==> src/rtl/hdcd_pkg.sv <==
// Package: shared types for the half-duplex collision detector.
// Assumes: nothing beyond a single clock domain.
package hdcd_pkg;

    // One-cycle recovery event outputs, grouped for routing.
    typedef struct packed {
        logic abort;
        logic flush;
        logic coll;
        logic txc;
    } hdcd_evt_t;

endpackage

==> src/rtl/hdcd_cmp.sv <==
// Module: hdcd_cmp
// Compares the driven bit with the looped-back sampled bit and qualifies
// the mismatch with every enabling condition.
// Assumes: rx_bit is already synchronised and smp_stb marks mid-bit.
module hdcd_cmp (
    input  logic det_en,
    input  logic frame_act,
    input  logic tx_on,
    input  logic busy,
    input  logic smp_stb,
    input  logic tx_bit,
    input  logic rx_bit,
    output logic hit
);

    logic mismatch;

    // Purpose: raw bit difference and its qualification.
    always_comb begin
        mismatch = tx_bit ^ rx_bit;
        hit      = det_en & frame_act & tx_on & smp_stb & mismatch & ~busy;
    end

endmodule

==> src/rtl/hdcd_recov.sv <==
// Module: hdcd_recov
// Issues the one-cycle recovery pulses after a detected collision and times
// the synchronisation delay that precedes the transmitter shut-down.
// Assumes: SYNC_DLY >= 1; hit is never raised while busy is high.
module hdcd_recov
    import hdcd_pkg::*;
#(
    parameter int SYNC_DLY = 3
) (
    input  logic      clk,
    input  logic      rst_n,
    input  logic      hit,
    output hdcd_evt_t evt,
    output logic      busy,
    output logic      done
);

    // Purpose: register the recovery pulses one cycle after the hit.
    always_ff @(posedge clk) begin
        if (!rst_n) begin
            evt <= '0;
        end else begin
            evt.abort <= hit;
            evt.flush <= hit;
            evt.coll  <= hit;
            evt.txc   <= hit;
        end
    end

    generate
        if (SYNC_DLY == 1) begin : g_nocnt
            // Purpose: single-cycle busy window, no counter needed.
            always_ff @(posedge clk) begin
                if (!rst_n)    busy <= 1'b0;
                else if (hit)  busy <= 1'b1;
                else if (busy) busy <= 1'b0;
            end
            assign done = busy;
        end else begin : g_cnt
            localparam int CW = $clog2(SYNC_DLY);
            localparam logic [CW-1:0] LOAD = CW'(SYNC_DLY - 1);
            logic [CW-1:0] cnt;

            // Purpose: count down the synchronisation delay while busy.
            always_ff @(posedge clk) begin
                if (!rst_n) begin
                    busy <= 1'b0;
                    cnt  <= '0;
                end else if (hit) begin
                    busy <= 1'b1;
                    cnt  <= LOAD;
                end else if (busy) begin
                    if (cnt == '0) busy <= 1'b0;
                    else           cnt  <= cnt - 1'b1;
                end
            end
            assign done = busy && (cnt == '0);
        end
    endgenerate

endmodule

==> src/rtl/hdcd_txen.sv <==
// Module: hdcd_txen
// Holds the transmitter enable: set by a software request when idle,
// cleared by hardware when the disable delay completes.
// Assumes: done is a single-cycle strobe coincident with the last busy cycle.
module hdcd_txen (
    input  logic clk,
    input  logic rst_n,
    input  logic req,
    input  logic busy,
    input  logic done,
    output logic tx_on
);

    // Purpose: enable register, hardware clear dominating software set.
    always_ff @(posedge clk) begin
        if (!rst_n)            tx_on <= 1'b0;
        else if (done)         tx_on <= 1'b0;
        else if (req && !busy) tx_on <= 1'b1;
    end

endmodule

==> src/rtl/hd_coll_det.sv <==
// Module: hd_coll_det (top)
// Half-duplex collision detector: compares driven and looped-back bits,
// runs the abort/flush/complete recovery and auto-disables the TX pin.
// Assumes: synchronous active-low reset, all inputs in the clk domain.
module hd_coll_det
    import hdcd_pkg::*;
#(
    parameter int SYNC_DLY = 3
) (
    input  logic clk,
    input  logic rst_n,
    input  logic det_en,
    input  logic frame_act,
    input  logic tx_bit,
    input  logic rx_bit,
    input  logic smp_stb,
    input  logic txen_req,
    output logic abort_o,
    output logic flush_o,
    output logic coll_o,
    output logic txc_o,
    output logic busy_o,
    output logic tx_oe
);

    logic      hit;
    logic      busy;
    logic      done;
    logic      tx_on;
    hdcd_evt_t evt;

    hdcd_cmp u_cmp (
        .det_en    (det_en),
        .frame_act (frame_act),
        .tx_on     (tx_on),
        .busy      (busy),
        .smp_stb   (smp_stb),
        .tx_bit    (tx_bit),
        .rx_bit    (rx_bit),
        .hit       (hit)
    );

    hdcd_recov #(.SYNC_DLY(SYNC_DLY)) u_recov (
        .clk   (clk),
        .rst_n (rst_n),
        .hit   (hit),
        .evt   (evt),
        .busy  (busy),
        .done  (done)
    );

    hdcd_txen u_txen (
        .clk   (clk),
        .rst_n (rst_n),
        .req   (txen_req),
        .busy  (busy),
        .done  (done),
        .tx_on (tx_on)
    );

    // Purpose: drive the output ports from internal state.
    always_comb begin
        abort_o = evt.abort;
        flush_o = evt.flush;
        coll_o  = evt.coll;
        txc_o   = evt.txc;
        busy_o  = busy;
        tx_oe   = tx_on;
    end

endmodule

==> config.mk <==
export PLATFORM = sky130hd
export DESIGN_NAME = hd_coll_det
export DESIGN_NICKNAME = d
export VERILOG_FILES = /design/src/rtl/hdcd_pkg.sv /design/src/rtl/hdcd_cmp.sv /design/src/rtl/hdcd_recov.sv /design/src/rtl/hdcd_txen.sv /design/src/rtl/hd_coll_det.sv
export SDC_FILE = /design/constraint.sdc
export NUM_CORES = 1
export LEC_CHECK = 0
export ABC_AREA = 0
export BUFFER_PORTS_ARGS = -buffer_cell sky130_fd_sc_hd__buf_2
export CAP_MARGIN = 20
export CORE_AREA = 2 2 39 41
export CTS_BUF_LIST = sky130_fd_sc_hd__clkbuf_8
export DETAILED_ROUTE_END_ITERATION = 8
export DIE_AREA = 0 0 41 43
export PLACE_DENSITY = 0.41
export SLEW_MARGIN = 10
export SYNTH_ARGS = -nofsm -noshare
export SYNTH_HDL_FRONTEND = slang
export SYNTH_SLANG_ARGS = --single-unit
==> constraint.sdc <==
create_clock -name clk -period 1.11 [get_ports clk]
set_input_delay 0.222 -clock clk [delete_from_list [all_inputs] [get_ports clk]]
set_output_delay 0.222 -clock clk [all_outputs]
set_load 0.01 [all_outputs]
==> results.py <==
metrics = {
    "timing": {
        "report.final.slew_viol_count": 0,
        "grt_setup_unrepaired": "no",
        "timing.clock.skew_ps": 2.596,
        "worst_slew_margin_rel": 0.8871,
        "timing.final.ws_setup_ps": 115.5,
        "hold_viol_final": 0,
        "timing.final.setup_violations": 0,
        "fin_tns_setup_ps": 0,
        "holdWs_ps": 247.2,
        "fin_crit_ps": 994.5,
        "finalCritPeriodShare": 0.8959,
        "timing_worst_slew_pin_value_ps": 169.2,
        "max_frequency_ghz": 1.006,
    },
    "critical_path": {
        "kind_of_launch_point_of_the_worst_setup_path": "flop",
        "cp-end-kind": "output pin",
        "reg2reg_slack_ps": 120,
        "worstRegToRegCells": 3,
        "setup.worst_path.start": "u_recov.busy",
        "crit_chain": "buf_2",
        "worst_r2r_endpoint": "u_recov.g_cnt.cnt[0]",
        "cp_data_arrival_time_ps": 770,
        "cp_max_fo": 6,
        "slowest_cp_cell": "sky130_fd_sc_hd__dfxtp_1",
        "crit_family": "flip-flops",
        "worstReg2RegStart": "u_recov.busy",
        "worst_ep_required_time_ps": 890,
        "critical_path_class": "flop to output pin",
        "cpPeakStageDelay_ps": 390,
        "path_depth": 1,
        "worstSetupEndpoint": "busy_o",
        "timing.critical_path.buf_inv": 1,
    },
    "grt": {
        "number_of_antenna_violations_at_the_first_check_in_global_routing": 0,
        "grt_first_pass_wirelength_um": 828,
        "globalRouteOverflowTotal": 0,
        "via_count_of_the_first_global_routing_pass": 195,
        "gr-usage-all-layers": 0.07351,
        "largest_net_degree_at_the_start_of_global_routing": 7,
    },
    "floorplan": {
        "core-area_sq_mm": 0.001384,
        "die_w_um": 41,
        "starting_utilization_of_the_core_area": 0.1691,
        "chipHeight_um": 43,
        "io_pins": 14,
        "floorplan.die_area_sq_mm": 0.001763,
        "rows": 14,
    },
    "detailed_routing": {
        "dr_total_vias": 207,
        "pre_antenna_drt_iters": 3,
        "route.antenna.remaining_nets": 0,
        "vias_per_cell": 3.764,
        "avgRoutedWirePerCell_um": 8.782,
        "drt_first_iter_violations": 3,
        "wl_um": 483,
        "drcViolationCount": 0,
    },
    "logic_synthesis": {
        "synth-edff-count": 0,
        "synth_adder_area_share": 0,
        "synthesis.area_sq_um": 234.0,
        "synth_largest_type_area_fraction": 0.4278,
        "synth_simple_gate_area_frac": 0.2460,
        "synth.area.mux_share": 0,
        "per_instance_average_area_after_synthesis_sq_um": 9.359,
        "yosysWarnings": 0,
        "synth_cell_types": 13,
        "synth_cells": 25,
        "largest_family_of_logic_cells_by_synthesized_area": "simple AND/OR/NAND/NOR gates",
        "netlist.top_cell.by_area": "sky130_fd_sc_hd__dfxtp_1",
        "syn_nets": 33,
        "async_flop_share": 0,
        "synthMostInstantiatedCell": "sky130_fd_sc_hd__dfxtp_1",
        "synth_seq_cells": 5,
        "synth.top_cells.by_area": "sky130_fd_sc_hd__dfxtp_1 43%, sky130_fd_sc_hd__buf_4 9.6%, sky130_fd_sc_hd__nand2b_2 7.5%",
        "post_synth_xor_area_fraction": 0.06952,
        "synthFlopType": "sky130_fd_sc_hd__dfxtp_1",
        "seq_area_frac_synth": 0.4278,
        "synth_compound_area_frac": 0.1283,
        "netlist_top_cells_count": "5 x sky130_fd_sc_hd__dfxtp_1, 3 x sky130_fd_sc_hd__a21oi_1, 3 x sky130_fd_sc_hd__buf_4, 3 x sky130_fd_sc_hd__o21ai_0",
    },
    "clocking": {
        "cts.sinks": 5,
        "clockBufferDepth": 2,
        "resized_after_cts": 0,
        "clk_pin_slew_ps": 40,
        "tritoncts_clock_tree": "built",
        "cts_h_tree_depth": 1,
        "post_cts_buffers": 0,
        "cts_buffers": 3,
        "hold_buf_count_cts": 0,
        "clock-root-buffer": "sky130_fd_sc_hd__clkbuf_8",
        "clock_insertion_delay_worst_skew_ps": 220,
    },
    "pwr": {
        "power_density_mw_per_mm2": 1618,
        "leakagePower_nw": 0.1659,
        "totalPowerFinal_w": 0.0005526,
        "ir_drop_uv": 501.2,
    },
    "finish": {
        "fin_nets": 48,
        "flow.area_growth_from_synthesis_pct": 45.99,
        "post_route_cells_drive_above_1_share": 0.5128,
        "antennaDiodeCount": 0,
        "final_cells": 55,
    },
    "hold_path": {
        "hold_path_class": "primary input to flop",
        "hold_start": "rst_n",
    },
    "run": {
        "cap_viol_max_count": 0,
    },
    "placement": {
        "place_inst": 51,
        "dp_worst_setup_slack_ps": 102.7,
        "globalplace.congestion": 0.6746,
        "dp_hpwl_um": 372.3,
        "io_buffer_count": 13,
    },
    "status": {
        "status": "finished, final reports clean",
    },
}
routing by layer:
layer	wire length, um	GRT usage	vias to the layer above	share of wire
met1	229	0.1039	85	0.47
li1	-	-	109	-
met5	0	0	-	0
met2	183	0.07813	13	0.38
met3	70	0.05236	0	0.14
met4	0	0.04000	0	0
worst min-delay path by stage:
stage	endpoint	cells after the start
after floorplan	u_txen.tx_on	2
after global placement	u_recov.g_cnt.cnt[0]	2
after detailed placement	u_recov.g_cnt.cnt[0]	2
after CTS	u_recov.g_cnt.cnt[0]	2
after global routing	u_txen.tx_on	3
final	u_recov.g_cnt.cnt[0]	2
flip-flops by register name, summed over array words and instances, names as in the netlist:
name / count
u_recov.busy: 1
u_txen.tx_on: 1
u_recov.g_cnt.cnt: 2
u_recov.evt: 1
final cells by class:
| type | count | area (sq um) |
|---|---|---|
| fillers | 160 | 1042 |
| multi-input cells | 15 | 103.9 |
| flip-flops and latches | 5 | 100.1 |
| repair buffers | 13 | 65.06 |
| clock buffers | 3 | 41.29 |
| well taps | 16 | 20.02 |
| inverters | 2 | 7.507 |
| clock inverters | 1 | 3.754 |
layout by cell type, fill, tap and decap left out, types with 2 or more instances in the layout:
master                     netlist  layout
sky130_fd_sc_hd__a21oi_1         3       3
sky130_fd_sc_hd__clkbuf_8        0       3
sky130_fd_sc_hd__dfxtp_1         5       5
sky130_fd_sc_hd__inv_1           2       3
sky130_fd_sc_hd__nand2b_2        2       2
sky130_fd_sc_hd__buf_2           0      13
sky130_fd_sc_hd__o21ai_0         3       3
stage by stage:
step | utilization | instance area [sq um]
2_1_floorplan | - | 234.0
3_3_place_gp | 0.2143 | 296.5
3_5_place_dp | 0.2143 | 296.5
4_1_cts | 0.2468 | 341.6
5_1_grt | 0.2468 | 341.6
6_report | 0.2468 | 341.6
report_power, final:
group	switching (W)	leakage, nW	internal, W
Sequential	0.00000316	0.0406	0.000185
Clock	0.0000924	0.0269	0.000237
Combinational	0.0000163	0.0984	0.0000186
cell families after synthesis:
kind of cell | Yosys count
AO/OA/AOI/OAI | 6
XOR/XNOR | 1
buffers and inverters | 5
flip-flops | 5
AND/OR/NAND/NOR | 8
No activity file was read; power rests on OpenSTA's default activity.
